**src/rtl/loc_arb_pkg.sv**
```systemverilog
package loc_arb_pkg;
    localparam int REG_W       = 8;
    localparam int VALID_BIT   = 7;
    localparam int ACTIVE_BIT  = 5;
    localparam int PENDING_BIT = 2;
    localparam int REQUEST_BIT = 1;
endpackage

```
**src/rtl/loc_arb_decode.sv**
```systemverilog
module loc_arb_decode #(
    parameter int NUM_LOC   = 5,
    parameter int PAGE_BITS = 12,
    parameter int ADDR_W    = 16,
    parameter int LOC_W     = 3
) (
    input  logic [ADDR_W-1:0] addr,
    output logic              hit,
    output logic [LOC_W-1:0]  loc
);
    localparam int PAGE_W = ADDR_W - PAGE_BITS;

    logic [PAGE_W-1:0] page;

    always_comb begin
        page = addr[ADDR_W-1:PAGE_BITS];
        hit  = (addr[PAGE_BITS-1:0] == '0) && (page < PAGE_W'(NUM_LOC));
        loc  = page[LOC_W-1:0];
    end
endmodule

```
**src/rtl/loc_arb_pick.sv**
```systemverilog
module loc_arb_pick #(
    parameter int N = 5,
    parameter int W = 3
) (
    input  logic [N-1:0] req,
    output logic         any,
    output logic [W-1:0] idx
);
    always_comb begin
        any = 1'b0;
        idx = '0;
        for (int i = 0; i < N; i++) begin
            if (req[i]) begin
                any = 1'b1;
                idx = W'(i);
            end
        end
    end
endmodule

```
**src/rtl/loc_arb_readback.sv**
```systemverilog
module loc_arb_readback
    import loc_arb_pkg::*;
#(
    parameter int NUM_LOC = 5,
    parameter int LOC_W   = 3
) (
    input  logic               hit,
    input  logic [LOC_W-1:0]   loc,
    input  logic               own_vld,
    input  logic [LOC_W-1:0]   own_id,
    input  logic [NUM_LOC-1:0] pend,
    output logic [REG_W-1:0]   rdata
);
    logic [NUM_LOC-1:0] per_pend;
    logic [NUM_LOC-1:0] per_own;
    logic [NUM_LOC-1:0] others_wait;

    for (genvar g = 0; g < NUM_LOC; g++) begin : g_loc
        assign per_own[g]     = own_vld && (own_id == LOC_W'(g));
        assign per_pend[g]    = pend[g];
        assign others_wait[g] = per_own[g] && ((pend & ~(NUM_LOC'(1) << g)) != '0);
    end

    always_comb begin
        rdata = '0;
        if (hit) begin
            rdata[VALID_BIT]   = own_vld || (pend == '0);
            rdata[ACTIVE_BIT]  = per_own[loc];
            rdata[PENDING_BIT] = others_wait[loc];
            rdata[REQUEST_BIT] = per_pend[loc];
        end
    end
endmodule

```
**src/rtl/loc_arb_top.sv**
```systemverilog
module loc_arb_top
    import loc_arb_pkg::*;
#(
    parameter int NUM_LOC   = 5,
    parameter int PAGE_BITS = 12,
    parameter int ADDR_W    = 16
) (
    input  logic                clk,
    input  logic                rst_n,
    input  logic [ADDR_W-1:0]   bus_addr,
    input  logic                bus_wr,
    input  logic [REG_W-1:0]    bus_wdata,
    output logic [REG_W-1:0]    bus_rdata,
    output logic                owner_valid,
    output logic [$clog2(NUM_LOC)-1:0] owner_id,
    output logic                loc_change_evt
);
    localparam int LOC_W = $clog2(NUM_LOC);

    typedef struct packed {
        logic               own_vld;
        logic [LOC_W-1:0]   own_id;
        logic [NUM_LOC-1:0] pend;
        logic               evt;
    } arb_state_t;

    arb_state_t st_d, st_q;

    logic             acc_hit;
    logic [LOC_W-1:0] acc_loc;
    logic             pick_any;
    logic [LOC_W-1:0] pick_idx;
    logic             wr_hit;
    logic             is_owner_q;

    loc_arb_decode #(
        .NUM_LOC  (NUM_LOC),
        .PAGE_BITS(PAGE_BITS),
        .ADDR_W   (ADDR_W),
        .LOC_W    (LOC_W)
    ) decode_i (
        .addr(bus_addr),
        .hit (acc_hit),
        .loc (acc_loc)
    );

    loc_arb_pick #(
        .N(NUM_LOC),
        .W(LOC_W)
    ) pick_i (
        .req(st_q.pend),
        .any(pick_any),
        .idx(pick_idx)
    );

    loc_arb_readback #(
        .NUM_LOC(NUM_LOC),
        .LOC_W  (LOC_W)
    ) readback_i (
        .hit    (acc_hit),
        .loc    (acc_loc),
        .own_vld(st_q.own_vld),
        .own_id (st_q.own_id),
        .pend   (st_q.pend),
        .rdata  (bus_rdata)
    );

    always_comb begin
        st_d       = st_q;
        st_d.evt   = 1'b0;
        wr_hit     = bus_wr && acc_hit;
        is_owner_q = st_q.own_vld && (st_q.own_id == acc_loc);

        // grant when the window is free
        if (!st_q.own_vld && pick_any) begin
            st_d.own_vld        = 1'b1;
            st_d.own_id         = pick_idx;
            st_d.pend[pick_idx] = 1'b0;
        end

        // relinquish by the owner only
        if (wr_hit && bus_wdata[ACTIVE_BIT] && is_owner_q) begin
            st_d.own_vld = 1'b0;
        end

        // request from anyone who neither owns nor is being granted
        if (wr_hit && bus_wdata[REQUEST_BIT] && !is_owner_q &&
            !(st_d.own_vld && (st_d.own_id == acc_loc))) begin
            st_d.pend[acc_loc] = 1'b1;
        end

        st_d.evt = (st_d.own_vld != st_q.own_vld) ||
                   (st_d.own_vld && (st_d.own_id != st_q.own_id));
    end

    always_ff @(posedge clk) begin
        if (!rst_n) begin
            st_q <= '0;
        end else begin
            st_q <= st_d;
        end
    end

    assign owner_valid    = st_q.own_vld;
    assign owner_id       = st_q.own_id;
    assign loc_change_evt = st_q.evt;


    owner_not_pending_chk: assert property (@(posedge clk) disable iff (!rst_n)
        st_q.own_vld |-> !st_q.pend[st_q.own_id]);


    idle_grant_chk: assert property (@(posedge clk) disable iff (!rst_n)
        (!st_q.own_vld && st_q.pend != '0) |=> st_q.own_vld);


    grant_highest_chk: assert property (@(posedge clk) disable iff (!rst_n)
        (!st_q.own_vld && st_q.pend != '0) |=> (($past(st_q.pend) >> st_q.own_id) == NUM_LOC'(1)));


    evt_on_change_chk: assert property (@(posedge clk) disable iff (!rst_n)
        ((owner_valid != $past(owner_valid)) ||
         (owner_valid && owner_id != $past(owner_id))) |-> loc_change_evt);


    evt_quiet_chk: assert property (@(posedge clk) disable iff (!rst_n)
        ($stable(owner_valid) && $stable(owner_id)) |-> !loc_change_evt);


    foreign_release_chk: assert property (@(posedge clk) disable iff (!rst_n)
        (st_q.own_vld && bus_wr && acc_hit && acc_loc != st_q.own_id) |=>
        (st_q.own_vld && $stable(st_q.own_id)));


    active_onehot_chk: assert property (@(posedge clk) disable iff (!rst_n)
        (acc_hit && bus_rdata[ACTIVE_BIT]) |-> (st_q.own_vld && acc_loc == st_q.own_id));
endmodule

```
**config.mk**
```make
export PLATFORM = sky130hd
export DESIGN_NAME = loc_arb_top
export DESIGN_NICKNAME = d
export VERILOG_FILES = /design/src/rtl/loc_arb_pkg.sv /design/src/rtl/loc_arb_decode.sv /design/src/rtl/loc_arb_pick.sv /design/src/rtl/loc_arb_readback.sv /design/src/rtl/loc_arb_top.sv
export SDC_FILE = /design/constraint.sdc
export NUM_CORES = 1
export LEC_CHECK = 0
export ABC_AREA = 1
export CAP_MARGIN = 20
export CORE_MARGIN = 5
export CORE_UTILIZATION = 45
export DETAILED_ROUTE_END_ITERATION = 8
export GPL_TIMING_DRIVEN = 0
export PLACE_DENSITY = 0.95
export SYNTH_ARGS = -nofsm -noshare
export SYNTH_HDL_FRONTEND = slang
export SYNTH_SLANG_ARGS = --single-unit
```
**constraint.sdc**
```tcl
create_clock -name clk -period 2.9 [get_ports clk]
set_clock_uncertainty 0.1 [all_clocks]
set_input_delay 0.435 -clock clk [delete_from_list [all_inputs] [get_ports clk]]
set_output_delay 0.435 -clock clk [all_outputs]
set_load 0.01 [all_outputs]
```
# Yosys cells after proc, flatten, opt, wreduce, memory -nomap -nowiden

Cells that the tools add are included.

Register bits after elaboration: 10
Input bits: 27
Output and inout port bits: 13
Word-level logic and storage cells: 81

Order comparisons: 5
Eq/ne operators: 8
Multiplexer cells: 25
Bitwise logic cells: 3
Reductions and logical operators: 36

Operators with widths:

| cell               | number |
|---|---|
| $reduce_bool 5->1  | 5 |
| $logic_and 1x1->1  | 23 |
| $mux 1             | 14 |
| $logic_not 12->1   | 1 |
| $bmux 1 s3         | 3 |
| $mux 9             | 1 |
| $lt 3x4->1 const B | 2 |
| $demux 1 s3        | 2 |
| $eq 3x2->1 const B | 2 |
| $eq 3x3->1         | 2 |
| $ge 3x1->1 const B | 2 |
| $mux 2             | 3 |
| $and 5x5->5        | 1 |
| $logic_not 5->1    | 1 |
| $mux 5             | 1 |
| $not 5->5          | 1 |
| $or 5x5->5         | 1 |
| $lt 4x3->1 const B | 1 |
| $eq 3x1->1 const B | 1 |
| $eq 3x3->1 const B | 1 |
| $logic_not 1->1    | 3 |
| $logic_not 3->1    | 1 |
| $mux 3             | 1 |
| $ne 3x3->1         | 1 |
| other kinds (2)    | 3 |

# Depth between registers and ports, before layout

Gate-level depths: netlist of the first run.

Depth after elaboration: 16
Gate-level depth with buffers: 11
Mapped depth without buffers: 11

# Cells and area by module

Synthesis of the first run repeated with hierarchy kept, for this count alone.

Cells, all modules: 191
Area total of the unflattened synthesis: 1,048.5 um^2

Modules (own cells, without submodules):

| module           | instances | cells each | area each (um^2) | sequential area each (um^2) |
|---|---|---|---|---|
| loc_arb_top      | 1         | 96         | 603.1            | 200.2 |
| loc_arb_readback | 1         | 65         | 305.3            | 0.0 |
| loc_arb_decode   | 1         | 21         | 93.8             | 0.0 |
| loc_arb_pick     | 1         | 9          | 46.3             | 0.0 |

# Worst setup path after synthesis of the first run

Ideal clock, no wire load.

Path type: input to output
Start point: input port bus_addr[1]
End point: output port bus_rdata[1]
Arrival time: 1.534 ns
Data required time: 2.365 ns
Path slack: 0.831 ns
Cell stages on the path: 4
Path buffers: 0
Cells stage by stage: or2_0 > nor2_1 > nand3_1 > a2111oi_0

Word-level cells in the longest chain between the ends: 3

RTL lines:

| element           | RTL line               | RTL |
|---|---|---|
| start, declared   | loc_arb_top.sv:10      | `input logic [ADDR_W-1:0] bus_addr,` |
| $logic_not 12->1  | loc_arb_decode.sv:17   | `hit = (addr[PAGE_BITS-1:0] == '0) && (page < PAGE_W'(NUM_LOC));` |
| $logic_and 1x1->1 | loc_arb_decode.sv:17   |  |
| $mux 2            | loc_arb_readback.sv:26 | `if (hit) begin` |
| end, declared     | loc_arb_top.sv:13      | `output logic [REG_W-1:0] bus_rdata,` |

Every way passes these cells.

# Worst setup path in the final report of the first run

Start point: input port bus_addr[12]
End point: output port bus_rdata[2]

Word-level cells in the longest chain between the ends: 3
Elaborated cells on any way between the ends: 5
Classes of those cells: order compare: 1; mux: 3; reduce/logical: 1

RTL lines:

| element                                     | RTL line |
|---|---|
| $lt 4x3->1 or $bmux 1 s3 (tied branches)    | loc_arb_decode.sv:17, loc_arb_readback.sv:29 |
| $logic_and 1x1->1 or $mux 1 (tied branches) | loc_arb_decode.sv:17, loc_arb_readback.sv:29 |
| $mux 2 *                                    | loc_arb_readback.sv:26 |

Mark *: on every way between the ends. The rest lies on a longest branch, timed or not. The select of a mux whose other input is x is not followed.

==> results of run 1 <==
==> routing by layer <==
metal	wire length (µm)	track usage (%)	share of wire, %	up-vias
li1	-	-	-	569
met1	1050	27.3	37	505
met2	1390	38.0	49	82
met3	320	2.68	11	16
met4	89	7.69	3.1	0
met5	0	0	0	-
==> path summary, 6_finish.rpt <==
path	slack (ps)	end	startpoint
min	420	st_q[3]	st_q[3]
max reg2reg	1140	st_q[4]	owner_id[1]
min reg2reg	420	st_q[3]	st_q[3]
max	130	bus_rdata[2]	bus_addr[12]
==> through the flow <==
stage               cell area [µm²]  hold slack (ps)  utilization [%]  power [mW]
finish                         1260              416             65.0       0.299
global route                   1260              473             65.0       0.312
CTS                            1260              414             64.8       0.297
detailed placement             1240              404             63.9       0.201
global placement               1240              394             63.9       0.200
floorplan                       926              370                -       0.169
==> flip-flops by register name (all words and copies together), names as in the netlist <==
register / cells
loc_change_evt: 1
owner_id: 3
st_q: 5
owner_valid: 1
==> critical path: stages <==
cell and delay (ps):
clkdlybuf4s50_1 520, inv_1 160, nand2_2 110, nand2_1 100, nand3_1 190, o21bai_1 240, nor3_1 190, dlygate4sd2_1 290
==> logic make-up after synthesis <==
kind of cell / share of synthesized area (%)
buffers and inverters: 12.0
DFF: 21.9
xor gates and xnor gates: 0.958
AOI/OAI and AO/OA: 11.9
other: 0.410
and+or+nand+nor: 52.8
==> power by group through the flow <==
stage / Sequential [mW] / Clock (mW) / Combinational (mW)
finish: 0.137 / 0.0988 / 0.0627
global route: 0.137 / 0.107 / 0.0676
CTS: 0.137 / 0.0995 / 0.0606
detailed placement: 0.140 / 0 / 0.0604
global placement: 0.140 / 0 / 0.0595
floorplan: 0.140 / 0 / 0.0287
==> repair_timing <==
item,4_1_cts,5_1_grt
resized for setup,3,2
endpoints found under the hold margin,0,0
cloned,0,0
endpoints found under the setup margin,3,1
==> cells in the mapped netlist, drive strengths merged <==
cell type and n:
nand2 45, nor2 29, nand3 18, inv 16, dfxtp 10, a21oi 9
o21ai 6, buf 5, nor3 5, nand4 4, a2111oi 1, a211oi 1
a32o 1, clkinv 1, conb 1, nor4 1, o21bai 1, or2 1
xnor2 1
==> area by class of cell <==
type	count	area, µm²
Clock buffer	3	22.5
Fill cell	176	679
Multi-Input combinational cell	127	619
Inverter	17	68.8
Timing Repair Buffer	28	277
Tap cell	27	33.8
Sequential cell	10	200
Buffer	5	41.3
==> run summary, run 1 <==
Drt via density: 5.40
Worst setup path category: primary input to primary output
Seq pwr share: 45.9%
Sequential area share after synthesis: 21.9%
VDD IR max: 0.184 mV
Unrepaired setup endpoints after global routing: no
Comb power frac: 21.0%
Top cells by area, synth: dfxtp_1 (22%), nand2_1 (17%), nor2_1 (11%), nand3_1 (8.8%), a21oi_1 (4.9%)
Total congestion overflow: 0
Initial antenna violation count: 0
Average wire per standard cell: 13.1 µm
Largest net degree at the start of global routing: 11
Pre-CTS WS: -175 ps
Die Height: 55.1 µm
Core box area: 1940 µm²
PwrDens: 237 nW/µm²
First-pass GRT wire length: 4790 µm
Via count: 1172
Top Ports: 40
Drt pass-1 iters: 4
Syn_area_per_cell: 5.86 µm²
Clk sink count: 10
Commonest non-fill, non-tap cell in the layout: nand2_1
Syn Std Cell Area: 915 µm²
Final setup vio count: 0
Worst setup margin: 128 ps
Setup TNS: 0 ps
Crit. End Element: primary output
Placed cell count: 214
Setup Buffers After CTS: 0
CTS max path bufs: 2
Hold Vio Cnt, Final: 0
Max Clk Rate: 361 MHz
Switching Share: 26.2%
Fin crit period: 2770 ps
NumNets Final: 219
Yosys warns: 0
CP max FO: 5
CTS clk-pin slew, worst paths: 70 ps
Die extent in x: 55.1 µm
CP startpoint kind: primary input
Initial core utilization: 47.1%
GRT Overall Usage: 21.8%
Clk root buf: clkbuf_4
H-Tree Depth: 1
R2R cell count: 10
Antenna Cells: 0
Lkg Pwr: 0.548 nW
Routed Antenna Nets: 0
Routed WL: 2850 µm
Area delta synth->final: 38.0%
WP data required: 2370 ps
WP data arrival: 2240 ps
FP Rows: 16
Cells on Worst Hold Path: 2
DRC: 0
Post-Layout Cell Count: 217
Post-synth cell types: 29
Worst Hold Class: flip-flop to flip-flop
Final GP Congestion: 0.936
Int Pwr: 0.220 mW
Clk pwr share: 33.1%
Area share of the largest cell type after synthesis: 21.9%
Final worst-path cycle share: 95.6%
Area leader, netlist: dfxtp_1
Net Sw Power: 0.0782 mW
Die area: 3030 µm²
Max-slew violations: 0
FF+latch count, synth: 10
Max Cap Viol: 0
Status: finished, final reports clean
Number of global-route vias before repair: 1074
CTS tree: yes
Initial DRC count: 75
Cts hold-fix bufs: 0
Clk_lat worst skew: 270 ps
Number of buffers added on ports: 28
Syn Inst Count: 156
Layout cells sized above 1: 11.1%
Num CTS Buffers: 3
Most frequent cells in the layout: nand2_1 (41), nor2_1 (26), clkdlybuf4s50_1 (25), nand3_1 (16), inv_1 (12)
HPWL Detailed: 2230 µm
Note: power is estimated with default switching activity, not from simulation.
==> run 2, diff against run 1 <==
Settings changed: MAX_ROUTING_LAYER set to met4.
==> run 2 against run 1 <==
Compared with the run above: sequential share of layout area about the same; first-iteration DRC count unchanged; setup slack got worse by 51 ps; critical path depth unchanged; sequential cell count unchanged; register-to-register slack improved by 30 ps; hold slack improved by 4.0 ps; total power decreased by 2.1%; count of clock-buffer cells in the layout unchanged; design area decreased by 0.20%; utilization decreased by 0.13 points; wire length decreased by 6.6%.
==> run summary, run 2 (same netlist as run 1, synthesis figures left out) <==
Net Sw Power: 0.0722 mW (-7.6%)
Num CTS Buffers: 3 (unchanged)
Status: finished, final reports clean
Routed Antenna Nets: 0 (unchanged)
Drt via density: 5.13 (-5.0%)
CTS max path bufs: 2 (unchanged)
FP Rows: 16 (unchanged)
Setup TNS: 0 ps (unchanged)
PwrDens: 232 nW/µm² (-1.9%)
CP startpoint kind: primary input
Top Ports: 40 (unchanged)
Die extent in x: 55.1 µm (unchanged)
Clk root buf: clkbuf_4
Most frequent cells in the layout: nand2_1 (42), nor2_1 (26), clkdlybuf4s50_1 (25), nand3_1 (16), inv_1 (12)
CTS tree: yes
GRT Overall Usage: 20.8% (-0.98 points)
Via count: 1113 (-5.0%)
Placed cell areas: 1240 µm² (unchanged)
Lkg Pwr: 0.548 nW (about the same)
Initial antenna violation count: 0 (unchanged)
Int Pwr: 0.220 mW (-0.14%)
Die area: 3030 µm² (unchanged)
Average wire per standard cell: 12.2 µm (-6.6%)
Unrepaired setup endpoints after global routing: no
Drt pass-1 iters: 4 (unchanged)
Seq pwr share: 46.9% (+1.0 points)
Antenna Cells: 0 (unchanged)
Crit. End Element: primary output
Clk_lat worst skew: 260 ps (about the same)
Worst min-delay path startpoint: st_q[3]
Final GP Congestion: 0.947 (+1.2%)
WP data arrival: 2290 ps (+50 ps)
Switching Share: 24.7% (-1.5 points)
Post-cts resize count: 3 (unchanged)
Number of flip-flops in the largest register: 5 (unchanged)
Core box area: 1940 µm² (unchanged)
Largest Register: st_q
Multi-input logic area: 617 µm² (-0.40%)
Comb power frac: 21.1% (about the same)
CP max FO: 5 (unchanged)
CTS clk-pin slew, worst paths: 60 ps (about the same)
Design area: 1260 µm² (-0.20%)
H-Tree Depth: 1 (unchanged)
Number of buffers added on ports: 28 (unchanged)
Worst R2R Start: owner_id[0]
R2R cell count: 7 (-3)
DRC: 0 (unchanged)
Number of global-route vias before repair: 1069 (-0.47%)
Sequential Area: 200 µm² (unchanged)
Initial DRC count: 75 (unchanged)
Commonest non-fill, non-tap cell in the layout: nand2_1
FF-to-FF End: st_q[2]
Clk pwr share: 32.0% (-1.1 points)
First-pass GRT wire length: 4490 µm (-6.3%)
CP Capture Point: bus_rdata[2]
Fin crit period: 2820 ps (+51.0 ps)
Initial core utilization: 47.1% (unchanged)
Setup Buffers After CTS: 0 (unchanged)
Total congestion overflow: 0 (unchanged)
Max-slew violations: 0 (unchanged)
Fin util: 64.9% (-0.13 points)
R2R setup slack: 1170 ps (+30 ps)
Worst setup path category: primary input to primary output
Cts hold-fix bufs: 0 (unchanged)
Max Clk Rate: 354 MHz (-1.8%)
Filler instances: 193 (+9.7%)
Die Height: 55.1 µm (unchanged)
HPWL Detailed: 2150 µm (-3.2%)
WP data required: 2370 ps (about the same)
VDD IR max: 0.280 mV (+52%)
NumNets Final: 219 (unchanged)
Area delta synth->final: 37.8%
Final setup vio count: 0 (unchanged)
Routed WL: 2660 µm (-6.6%)
Largest net degree at the start of global routing: 11 (unchanged)
Final worst-path cycle share: 97.3% (+1.8 points)
Hold Vio Cnt, Final: 0 (unchanged)
Clk sink count: 10 (unchanged)
Max Cap Viol: 0 (unchanged)
Worst Hold Class: flip-flop to flip-flop
Pwr Total: 0.292 mW (-2.1%)
Crit path from: bus_addr[12]
Layout cells sized above 1: 10.5% (-0.53 points)
==> run 2: cell types whose count changed in the layout (fill, tap and decap cells not counted) <==
cell / before / now
nand2_2: 2 / 1
nand2_1: 41 / 42
==> run 2: metrics by stage <==
| stage | setup WS [ps] | hold WS (ps) | std cells |
|---|---|---|---|
| detailed placement | -175 | 403 | 214 |
| global placement | -195 | 393 | 214 |
| floorplan | 831 | 370 | 159 |
| global route | 0.450 | 465 | 217 |
| CTS | 140 | 413 | 217 |
| finish | 77.0 | 420 | 217 |
==> run 2: how the worst min path moves through the flow <==
stage | endpoint | slack, ps | cells after the start
after floorplan | st_q[3] | 370 | 2
after global placement | st_q[3] | 390 | 2
after detailed placement | st_q[3] | 400 | 2
after CTS | st_q[3] | 410 | 2
after global routing | st_q[3] | 470 | 2
final | st_q[3] | 420 | 2
==> run 2: layout make-up <==
class | count | share of cell area [%]
Tap cell | 27 | 2.68
Clock buffer | 3 | 1.79
Timing Repair Buffer | 28 | 21.9
Buffer | 5 | 3.28
Multi-Input combinational cell | 127 | 49.0
Sequential cell | 10 | 15.9
Inverter | 17 | 5.46
==> run 2: worst max-delay path, stage by stage <==
cell and delay (ps):
clkdlybuf4s50_1 520, inv_1 140, nand2_1 150, nand2_1 130, nand3_1 170, o21bai_1 240, nor3_1 200, dlygate4sd2_1 290
==> run 2: per-layer routing <==
metal | track usage, % | share of wire (%)
met1 | 23.6 | 41
met2 | 36.4 | 49
met3 | 2.68 | 8.7
met4 | 8.91 | 0.90
met5 | - | 0
==> run 2: power groups by stage <==
stage / Sequential, mW / Clock (mW) / Combinational [mW]
after floorplan: 0.140 / 0 / 0.0287
after global placement: 0.140 / 0 / 0.0592
after detailed placement: 0.140 / 0 / 0.0603
after CTS: 0.137 / 0.100 / 0.0606
after global routing: 0.137 / 0.108 / 0.0668
final: 0.137 / 0.0935 / 0.0616
